$ cat src/rtl/shift_add_mul_pkg.sv
package shift_add_mul_pkg;

  // Strobes sent from the controller to the datapath; at most one is high per cycle.
  typedef struct packed {
    logic load;
    logic add;
    logic shift;
  } ctlStrobe_t;

endpackage

$ cat src/rtl/sam_datapath.sv
module sam_datapath
  import shift_add_mul_pkg::*;
#(
  parameter int OP_W = 4
) (
  input  logic                clk,
  input  logic                rstN,
  input  ctlStrobe_t          strobe,
  input  logic [OP_W-1:0]     mcandIn,
  input  logic [OP_W-1:0]     mplierIn,
  output logic [2*OP_W:0]     accOut,
  output logic                accLsb
);

  localparam int ACC_W = 2 * OP_W + 1;
  localparam int HI_LO = OP_W;          // lowest bit of the adder window
  localparam int HI_HI = 2 * OP_W - 1;  // highest bit the adder reads

  logic [ACC_W-1:0] accQ;
  logic [OP_W-1:0]  mcandQ;
  logic [OP_W:0]    carry;
  logic [OP_W-1:0]  sumBits;
  logic [OP_W:0]    addRes;

  // Ripple chain of full adders over the window accQ[HI_HI:HI_LO]; the top accumulator bit is not an input
  assign carry[0] = 1'b0;
  for (genvar i = 0; i < OP_W; i++) begin : gFullAdd
    logic opA;
    logic opB;
    assign opA          = accQ[HI_LO + i];
    assign opB          = mcandQ[i];
    assign sumBits[i]   = opA ^ opB ^ carry[i];
    assign carry[i + 1] = (opA & opB) | (opA & carry[i]) | (opB & carry[i]);
  end
  assign addRes = {carry[OP_W], sumBits};

  always_ff @(posedge clk or negedge rstN) begin
    if (!rstN) begin
      accQ   <= '0;
      mcandQ <= '0;
    end else if (strobe.load) begin
      accQ   <= {{(OP_W + 1){1'b0}}, mplierIn};
      mcandQ <= mcandIn;
    end else if (strobe.add) begin
      accQ[ACC_W-1:HI_LO] <= addRes;
    end else if (strobe.shift) begin
      accQ <= {1'b0, accQ[ACC_W-1:1]};
    end
  end

  assign accOut = accQ;
  assign accLsb = accQ[0];

  // load clears the upper part and places the multiplier at the bottom
  a_r2_load_clears: assert property (@(posedge clk) disable iff (!rstN)
    strobe.load |=> accQ == {{(OP_W + 1){1'b0}}, $past(mplierIn)});

  // the top bit is empty whenever an add is issued
  a_r10_top_empty_on_add: assert property (@(posedge clk) disable iff (!rstN)
    strobe.add |-> !accQ[ACC_W-1]);

  // an add writes window plus multiplicand into the upper bits and leaves the low bits alone
  a_r10_add_result: assert property (@(posedge clk) disable iff (!rstN)
    strobe.add |=> (accQ[ACC_W-1:HI_LO] ==
                    ({1'b0, $past(accQ[HI_HI:HI_LO])} + {1'b0, $past(mcandQ)}))
                   && (accQ[HI_LO-1:0] == $past(accQ[HI_LO-1:0])));

  // without a strobe the register holds
  a_r8_hold: assert property (@(posedge clk) disable iff (!rstN)
    !(strobe.load || strobe.add || strobe.shift) |=> $stable(accQ));

endmodule

$ cat src/rtl/sam_control.sv
module sam_control
  import shift_add_mul_pkg::*;
#(
  parameter int OP_W = 4
) (
  input  logic       clk,
  input  logic       rstN,
  input  logic       start,
  input  logic       accLsb,
  output ctlStrobe_t strobe,
  output logic       done
);

  // State 0 idle, odd states 1..2*OP_W-1 test a bit, even states 2..2*OP_W shift after an add,
  // state 2*OP_W+1 signals completion.
  localparam int NUM_ST = 2 * OP_W + 2;
  localparam int SW     = $clog2(NUM_ST);
  localparam logic [SW-1:0] ST_IDLE = '0;
  localparam logic [SW-1:0] ST_LAST = SW'(NUM_ST - 1);

  logic [SW-1:0] stateQ;
  logic [SW-1:0] stateD;

  always_comb begin
    strobe = '0;
    done   = 1'b0;
    stateD = stateQ;
    if (stateQ == ST_IDLE) begin
      if (start) begin
        strobe.load = 1'b1;
        stateD      = SW'(1);
      end
    end else if (stateQ == ST_LAST) begin
      done   = 1'b1;
      stateD = ST_IDLE;
    end else if (stateQ > ST_LAST) begin
      stateD = ST_IDLE;
    end else if (stateQ[0]) begin
      if (accLsb) begin
        strobe.add = 1'b1;
        stateD     = stateQ + SW'(1);
      end else begin
        strobe.shift = 1'b1;
        stateD       = stateQ + SW'(2);
      end
    end else begin
      strobe.shift = 1'b1;
      stateD       = stateQ + SW'(1);
    end
  end

  always_ff @(posedge clk or negedge rstN) begin
    if (!rstN) stateQ <= ST_IDLE;
    else       stateQ <= stateD;
  end

  // Shift tally used only by the checks below
  logic [SW-1:0] shiftTally;
  always_ff @(posedge clk or negedge rstN) begin
    if (!rstN)             shiftTally <= '0;
    else if (strobe.load)  shiftTally <= '0;
    else if (strobe.shift) shiftTally <= shiftTally + SW'(1);
  end

  // an add is always followed by a shift
  a_r9_add_then_shift: assert property (@(posedge clk) disable iff (!rstN)
    strobe.add |=> strobe.shift);

  // exactly OP_W shifts have happened by the time done is raised
  a_r9_shift_count: assert property (@(posedge clk) disable iff (!rstN)
    done |-> shiftTally == SW'(OP_W));

  // done lasts one cycle
  a_r6_done_pulse: assert property (@(posedge clk) disable iff (!rstN)
    done |=> !done);

  // a request in the done cycle never causes a load
  a_r7_no_load_in_done: assert property (@(posedge clk) disable iff (!rstN)
    done |-> !strobe.load);

  // the datapath never sees two commands in one cycle
  a_r7_one_strobe: assert property (@(posedge clk) disable iff (!rstN)
    $onehot0({strobe.load, strobe.add, strobe.shift}));

endmodule

$ cat src/rtl/shift_add_mul.sv
module shift_add_mul
  import shift_add_mul_pkg::*;
#(
  parameter int OP_W = 4
) (
  input  logic              clk,
  input  logic              rstN,
  input  logic              start,
  input  logic [OP_W-1:0]   mcand,
  input  logic [OP_W-1:0]   mplier,
  output logic [2*OP_W:0]   product,
  output logic              done
);

  ctlStrobe_t strobe;
  logic       accLsb;

  sam_control #(.OP_W(OP_W)) u_control (
    .clk    (clk),
    .rstN   (rstN),
    .start  (start),
    .accLsb (accLsb),
    .strobe (strobe),
    .done   (done)
  );

  sam_datapath #(.OP_W(OP_W)) u_datapath (
    .clk      (clk),
    .rstN     (rstN),
    .strobe   (strobe),
    .mcandIn  (mcand),
    .mplierIn (mplier),
    .accOut   (product),
    .accLsb   (accLsb)
  );

endmodule

$ cat config.mk
export PLATFORM = sky130hd
export DESIGN_NAME = shift_add_mul
export DESIGN_NICKNAME = d
export VERILOG_FILES = /design/src/rtl/shift_add_mul_pkg.sv /design/src/rtl/sam_datapath.sv /design/src/rtl/sam_control.sv /design/src/rtl/shift_add_mul.sv
export SDC_FILE = /design/constraint.sdc
export NUM_CORES = 1
export LEC_CHECK = 0
export BUFFER_PORTS_ARGS = -buffer_cell sky130_fd_sc_hd__buf_4
export CAP_MARGIN = 10
export CORE_MARGIN = 2
export CORE_UTILIZATION = 47
export DETAILED_ROUTE_END_ITERATION = 12
export GPL_TIMING_DRIVEN = 0
export PLACE_DENSITY = 0.74
export SLEW_MARGIN = 20
export SYNTH_ARGS = -nofsm -noshare
export SYNTH_HDL_FRONTEND = slang
export SYNTH_SLANG_ARGS = --single-unit
$ cat constraint.sdc
create_clock -name clk -period 2.07 [get_ports clk]
set_input_delay 0.3105 -clock clk [delete_from_list [all_inputs] [get_ports clk]]
set_output_delay 0.3105 -clock clk [all_outputs]
set_load 0.005 [all_outputs]
==> flow_metrics.tcl, run 1 <==
set metrics [dict create \
    crit_type "register to register" \
    skew_ns 0.00521 \
    h-tree-depth 1 \
    final_nets 129 \
    dr.pass1.iters 4 \
    status "finished, final reports clean" \
    r2r_setup_slack_ns 0.008 \
    synth_area_leaders "dfrtp_1 42%, mux2_4 8.9%, ha_1 6.2%" \
    cp_common_cell "fa_2" \
    drive_gt1_share_pct 39.4 \
    ff2ff_path_depth 6 \
    ant_nets 0 \
    crit_path_end "u_datapath.accOut[7]" \
    avgSynthCellArea_um2 12.1 \
    gp_congestion 0.833 \
    first_iter_violations 10 \
    routed_wl_um 2100 \
    synth-edff-count 0 \
    min_period_ns 2.06 \
    cp-startpoint "u_datapath.accOut[4]" \
    cts_buffers 3 \
    arrival_ns 2.24 \
    worstReg2RegStart "u_datapath.accOut[4]" \
    yosysWarnings 0 \
    clk_root_buffer_cell "clkbuf_4" \
    fin_tns_setup_ns 0 \
    hold_viol 0 \
    hold_path_class "input pin to register" \
    worstSkewPairLatency_ns 0.30 \
    grt_pass1_vias 787 \
    route.detailed.drc 0 \
    synth_seq_area_share_pct 42.2 \
    fp.dieH_um 50.3 \
    fp.coreArea_um2 1980 \
    die_area_um2 2530 \
    synthTopCellsByCount "17 x dfrtp_1, 8 x o21ai_0, 7 x nand2_1" \
    synth_top_area_share_pct 42.2 \
    cts_num_sinks 17 \
    worst-path-max-fanout 2 \
    end_kind "register" \
    cellLeakagePower_nw 0.596 \
    row_count 16 \
    num_vias 727 \
    clk_pin_slew_worst_paths_ns 0.11 \
    synthFlopType "dfrtp_1" \
    multiInputGateArea_um2 552 \
    tightest_slew_ns 0.436 \
    cts_tree "yes" \
    slew_viol_final 0 \
    start_util_pct 50.8 \
    die_w_um 50.3 \
    reg2reg_to "u_datapath.accOut[7]" \
    fin_util_pct 62.8 \
    min_period_over_period_pct 99.6 \
    via_per_inst 5.35 \
    grt_pass1_wl_um 3690 \
    synthesis.area_um2 1010 \
    place_area_um2 1190 \
    maxCapViolCount 0 \
    antenna_found_initial 0 \
    max_clock_freq_ghz 0.485 \
    power_density_nw_per_um2 1590 \
    rsz0062_at_grt "true" \
    final_area_um2 1240 \
    wl_per_cell_um 15.4 \
    setup.worst_path.start_class "register" \
    slowest_stage "fa_1" \
    slowest_delay_ns 0.43 \
    fillers 154 \
    finalPower_w 0.00198 \
    worstPathRequired_ns 2.24 \
    ir_drop_mv 0.815 \
    cts_buffer_depth 2 \
    diodes 0 \
    syn_inst 83 \
    io_pins 21 \
    syn-num-nets 102 \
    synth_top_cell_by_area "dfrtp_1" \
    finalSetupViolCount 0 \
    dp.final_hpwl_um 1540 \
    syn2layout_area_growth_pct 23.6 \
    ys_seq_elements 17 \
    ys_types 30 \
    synthArstFlopShare_pct 100 \
    grtUsageTotal_pct 19.8 \
    path_cells "ha_2 > fa_2 > fa_2 > fa_1 > mux2i_1 > o21ai_1" \
    port_buffers 20 \
    grt_max_degree 18 \
    seqCellArea_um2 427 \
    grt_overflow_total 0 \
    slew_headroom_pct 70.9 \
    synth.most_common_cell "dfrtp_1" \
]
placed cells by master (no fill, tap or decap):
cell type      netlist  final
inv_1                4      4
fa_1                 3      1
o21ai_0              8      7
nor2_1               2      2
or3b_1               1      1
mux2_2               2      2
nand2_1              7      7
a21o_1               1      1
buf_6                1      1
clkbuf_4             0      3
a21oi_1              3      3
nor3_1               1      1
nand2b_1             1      1
nor3b_1              1      1
dfrtp_2              0      1
fa_2                 0      2
a21oi_4              2      2
o31ai_1              1      1
a22oi_1              1      1
buf_4                1     22
mux2_4               6      6
nand3b_1             1      1
clkinv_2             0      1
dlygate4sd3_1        0      1
inv_2                1      1
o21ai_1              0      1
and4bb_4             1      1
and3_1               1      1
mux2_1               2      2
dfrtp_1             17     16
nor2b_1              1      1
ha_1                 5      4
xnor2_1              1      1
o311a_1              1      1
mux2i_1              5      5
a32o_1               1      1
ha_2                 0      1
state kept, by name (all words and copies together), names as in the netlist:
signal,cells
u_datapath.accOut,9
u_control.stateQ,4
u_datapath.mcandQ,4
routing by layer:
layer	up-vias	routed length, um	global-route usage (%)
met2	17	1150	36.4
li1	345	-	-
met3	4	60	3.57
met4	0	28	8.11
met5	-	0	0
met1	361	860	22.4
worst min path at each step:
stage                     startpoint  cells after the start  slack (ns)                    to
after detailed placement        rstN                      1        0.19   u_control.stateQ[3]
after global routing        mcand[0]                      2        0.22  u_datapath.mcandQ[0]
after floorplan                 rstN                      0        0.01   u_control.stateQ[0]
after CTS                   mcand[1]                      2        0.22  u_datapath.mcandQ[1]
final                       mcand[1]                      2        0.22  u_datapath.mcandQ[1]
after global placement          rstN                      1        0.19   u_control.stateQ[3]
worst max-delay path, delay by kind of cell, from the launching register on:
kind / cells / cell delay (ns)
mux: 1 / 0.13
flops: 1 / 0.42
fa+ha+maj: 4 / 1.30
compound gates: 1 / 0.07
layout make-up:
class	instances	area share, %
Buffer	2	1.51
Clock buffer	3	1.81
Clock inverter	1	0.402
Tap cell	27	2.71
Multi-Input combinational cell	59	44.3
Inverter	5	1.51
Timing Repair Buffer	22	13.5
Sequential cell	17	34.3
cells by family (layout without fill, tap and decap cells):
kind of cell / count (synthesis) / in the layout / share of synthesized area [%]
AO/OA/AOI/OAI: 18 / 18 / 12.9
XOR/XNOR: 1 / 1 / 0.870
adder cells (fa/ha/maj): 8 / 8 / 12.2
buffers and inverters: 7 / 33 / 3.73
flip-flops: 17 / 17 / 42.2
multiplexers: 15 / 15 / 18.4
AND/OR/NAND/NOR: 17 / 17 / 9.69
report_power, final:
part           internal [W]  switching [W]
sequential         0.000500       0.000179
combinational      0.000619       0.000490
clock             0.0000720       0.000114
through the flow:
stage                     hold WS (ns)  worst slack [ns]  cells
final                            0.221           0.00796    136
after global routing             0.224           -0.0951    136
after CTS                        0.218           -0.0341    136
after detailed placement         0.192           -0.0965    130
after global placement           0.189           -0.0536    130
after floorplan                 0.0149            0.0132     83
what timing repair did:
item | in CTS | in global routing
hold buffers | 1 | 0
resized for setup | 3 | 1
pin swaps | 1 | 1
setup buffers | 1 | 0
endpoints found under the setup margin | 2 | 3
hold endpoints to repair | 17 | 0
Note: power is estimated with default switching activity, not from simulation.
==> run 2: changes to the inputs <==
--- a/config.mk
+++ b/config.mk
@@ -12,6 +12,7 @@
 export DETAILED_ROUTE_END_ITERATION = 12
 export GPL_TIMING_DRIVEN = 0
 export PLACE_DENSITY = 0.74
+export SETUP_SLACK_MARGIN = 0.02
 export SLEW_MARGIN = 20
 export SYNTH_ARGS = -nofsm -noshare
 export SYNTH_HDL_FRONTEND = slang
==> run 2 against run 1 <==
Against the previous run:
- setup slack improved by 0.017 ns
- count of clock-buffer cells in the layout did not move
- sequential power decreased by 2%
- critical path type unchanged
- via count is 0.69% higher
- largest power group unchanged
- flip-flop and latch count stayed put
- combinational power grew 5%
- first-iteration DRC count grew 70%
- utilization increased by 1.4 points
- clock skew decreased by 0.0041 ns
- critical path depth unchanged
- register-to-register slack improved by 0.02 ns
- cell count increased by 2.2%
==> flow_metrics.tcl, run 2 (same netlist as run 1, synthesis figures left out) <==
set metrics [dict create \
    io_pins 21 \
    fin_util_pct 64.2 \
    hold_depth 2 \
    num_vias 732 \
    layout_common_cells "25 x buf_4, 16 x dfrtp_1, 7 x nand2_1, 7 x o21ai_0, 6 x mux2_4" \
    critPathTopFamily "adder cells" \
    gp_congestion 0.827 \
    slowest_stage "fa_1" \
    dp.final_hpwl_um 1480 \
    cts_num_sinks 17 \
    row_count 16 \
    rsz0062_at_grt "true" \
    diodes 0 \
    worst-path-stages 6 \
    grtUsageTotal_pct 17.9 \
    path_cells "ha_2 > fa_2 > fa_2 > fa_1 > mux2i_1 > o21ai_1" \
    r2r_setup_slack_ns 0.03 \
    skew_ns 0.00107 \
    cellLeakagePower_nw 0.609 \
    min_period_over_period_pct 98.8 \
    hp-start "mcand[1]" \
    worstReg2RegStart "u_datapath.accOut[4]" \
    hold_path_class "input pin to register" \
    cts_buffers 3 \
    fin_tns_setup_ns 0 \
    slew_headroom_pct 74.2 \
    dr.pass1.iters 4 \
    fp.dieH_um 50.3 \
    grt_pass1_vias 766 \
    tightest_slew_ns 0.386 \
    hold_viol 0 \
    slowest_delay_ns 0.43 \
    path_buf_inv 0 \
    die_w_um 50.3 \
    worstSkewPairLatency_ns 0.29 \
    wl_per_cell_um 14.5 \
    antenna_found_initial 0 \
    ff2ff_path_depth 6 \
    place_inst 130 \
    final_nets 132 \
    port_buffers 20 \
    slew_viol_final 0 \
    routed_wl_um 2010 \
    status "finished, final reports clean" \
    h-tree-depth 1 \
    cts_buffer_depth 2 \
    clk_root_buffer_cell "clkbuf_4" \
    whs_endpoint "u_datapath.mcandQ[1]" \
    end_kind "register" \
    cp_common_cell "fa_2" \
    largest_reg_flops 9 \
    min_period_ns 2.04 \
    layout.cells.most_common "buf_4" \
    reg2reg_to "u_datapath.accOut[7]" \
    maxCapViolCount 0 \
    arrival_ns 2.21 \
    grt_overflow_total 0 \
    fp.coreArea_um2 1980 \
    clk_pin_slew_worst_paths_ns 0.10 \
    start_util_pct 50.8 \
    finalPower_w 0.00201 \
    grt_max_degree 18 \
    cts_tree "yes" \
    worst-path-max-fanout 2 \
    max_clock_freq_ghz 0.489 \
    drive_gt1_share_pct 42.9 \
    ir_drop_mv 0.851 \
    crit_type "register to register" \
    worstPathRequired_ns 2.24 \
    finalSetupViolCount 0 \
    first_iter_violations 17 \
    final-instance-count-excl-fill 139 \
    syn2layout_area_growth_pct 26.3 \
    route.detailed.drc 0 \
    via_per_inst 5.27 \
    ant_nets 0 \
    power_density_nw_per_um2 1580 \
    grt_pass1_wl_um 3460 \
    die_area_um2 2530 \
    setup.worst_path.start_class "register" \
]
run 2: changes by cell type in the layout (fill, tap and decap cells not counted), sizes merged:
cell  previous run  this run
buf             23        26
run 2: area by class of cell:
class,instances,area [um^2]
flip-flops and latches,17,427
clock buffers,3,22.5
fillers,164,709
repair buffers,25,190
clock inverters,1,5.00
well taps,27,33.8
inverters,5,18.8
plain buffers,2,18.8
multi-input cells,59,557
run 2: how the worst max path moves through the flow:
stage | from | to | slack [ns]
after global placement | u_datapath.accOut[4] | u_datapath.accOut[7] | 0.008
final | u_datapath.accOut[4] | u_datapath.accOut[7] | 0.03
after global routing | u_datapath.accOut[4] | u_datapath.accOut[7] | -0.07
after floorplan | u_datapath.accOut[4] | u_datapath.accOut[7] | 0.06
after detailed placement | u_datapath.accOut[4] | u_datapath.accOut[7] | -0.04
after CTS | u_datapath.accOut[4] | u_datapath.accOut[7] | 0.01
run 2: layer usage:
metal  up-vias  global-route usage (%)  part of all wire, %
met5         -                       0                    0
met4         0                    4.05                    0
met3         0                    3.57                  3.4
met2        14                    30.7                   54
met1       368                    23.4                   43
li1        350                       -                    -
run 2: power by group:
group / switching, W / internal (W) / leakage, nW / total, W
Clock: 0.000108 / 0.0000717 / 0.0177 / 0.000180
Combinational: 0.000510 / 0.000657 / 0.382 / 0.00117
Sequential: 0.000164 / 0.000500 / 0.209 / 0.000664
Total: 0.000782 / 0.00123 / 0.609 / 0.00201
run 2: repair_timing:
action | in CTS | in global routing
gates resized for setup | 2 | 3
hold endpoints to repair | 17 | 0
endpoints found under the setup margin | 1 | 4
setup buffers | 1 | 3
hold buffers | 1 | 0
run 2: stage by stage:
stage,hold WS (ns),cell area (um^2),worst slack (ns)
after floorplan,0.0149,1010,0.0556
after global placement,0.191,1200,0.00766
after detailed placement,0.187,1200,-0.0410
after CTS,0.230,1240,0.0117
after global routing,0.230,1270,-0.0676
final,0.233,1270,0.0254
run 2: worst reg2reg max path, stage by stage (launching register included):
cell and delay [ns]:
dfrtp_1 0.41, ha_2 0.19, fa_2 0.34, fa_2 0.35, fa_1 0.43, mux2i_1 0.13, o21ai_1 0.08
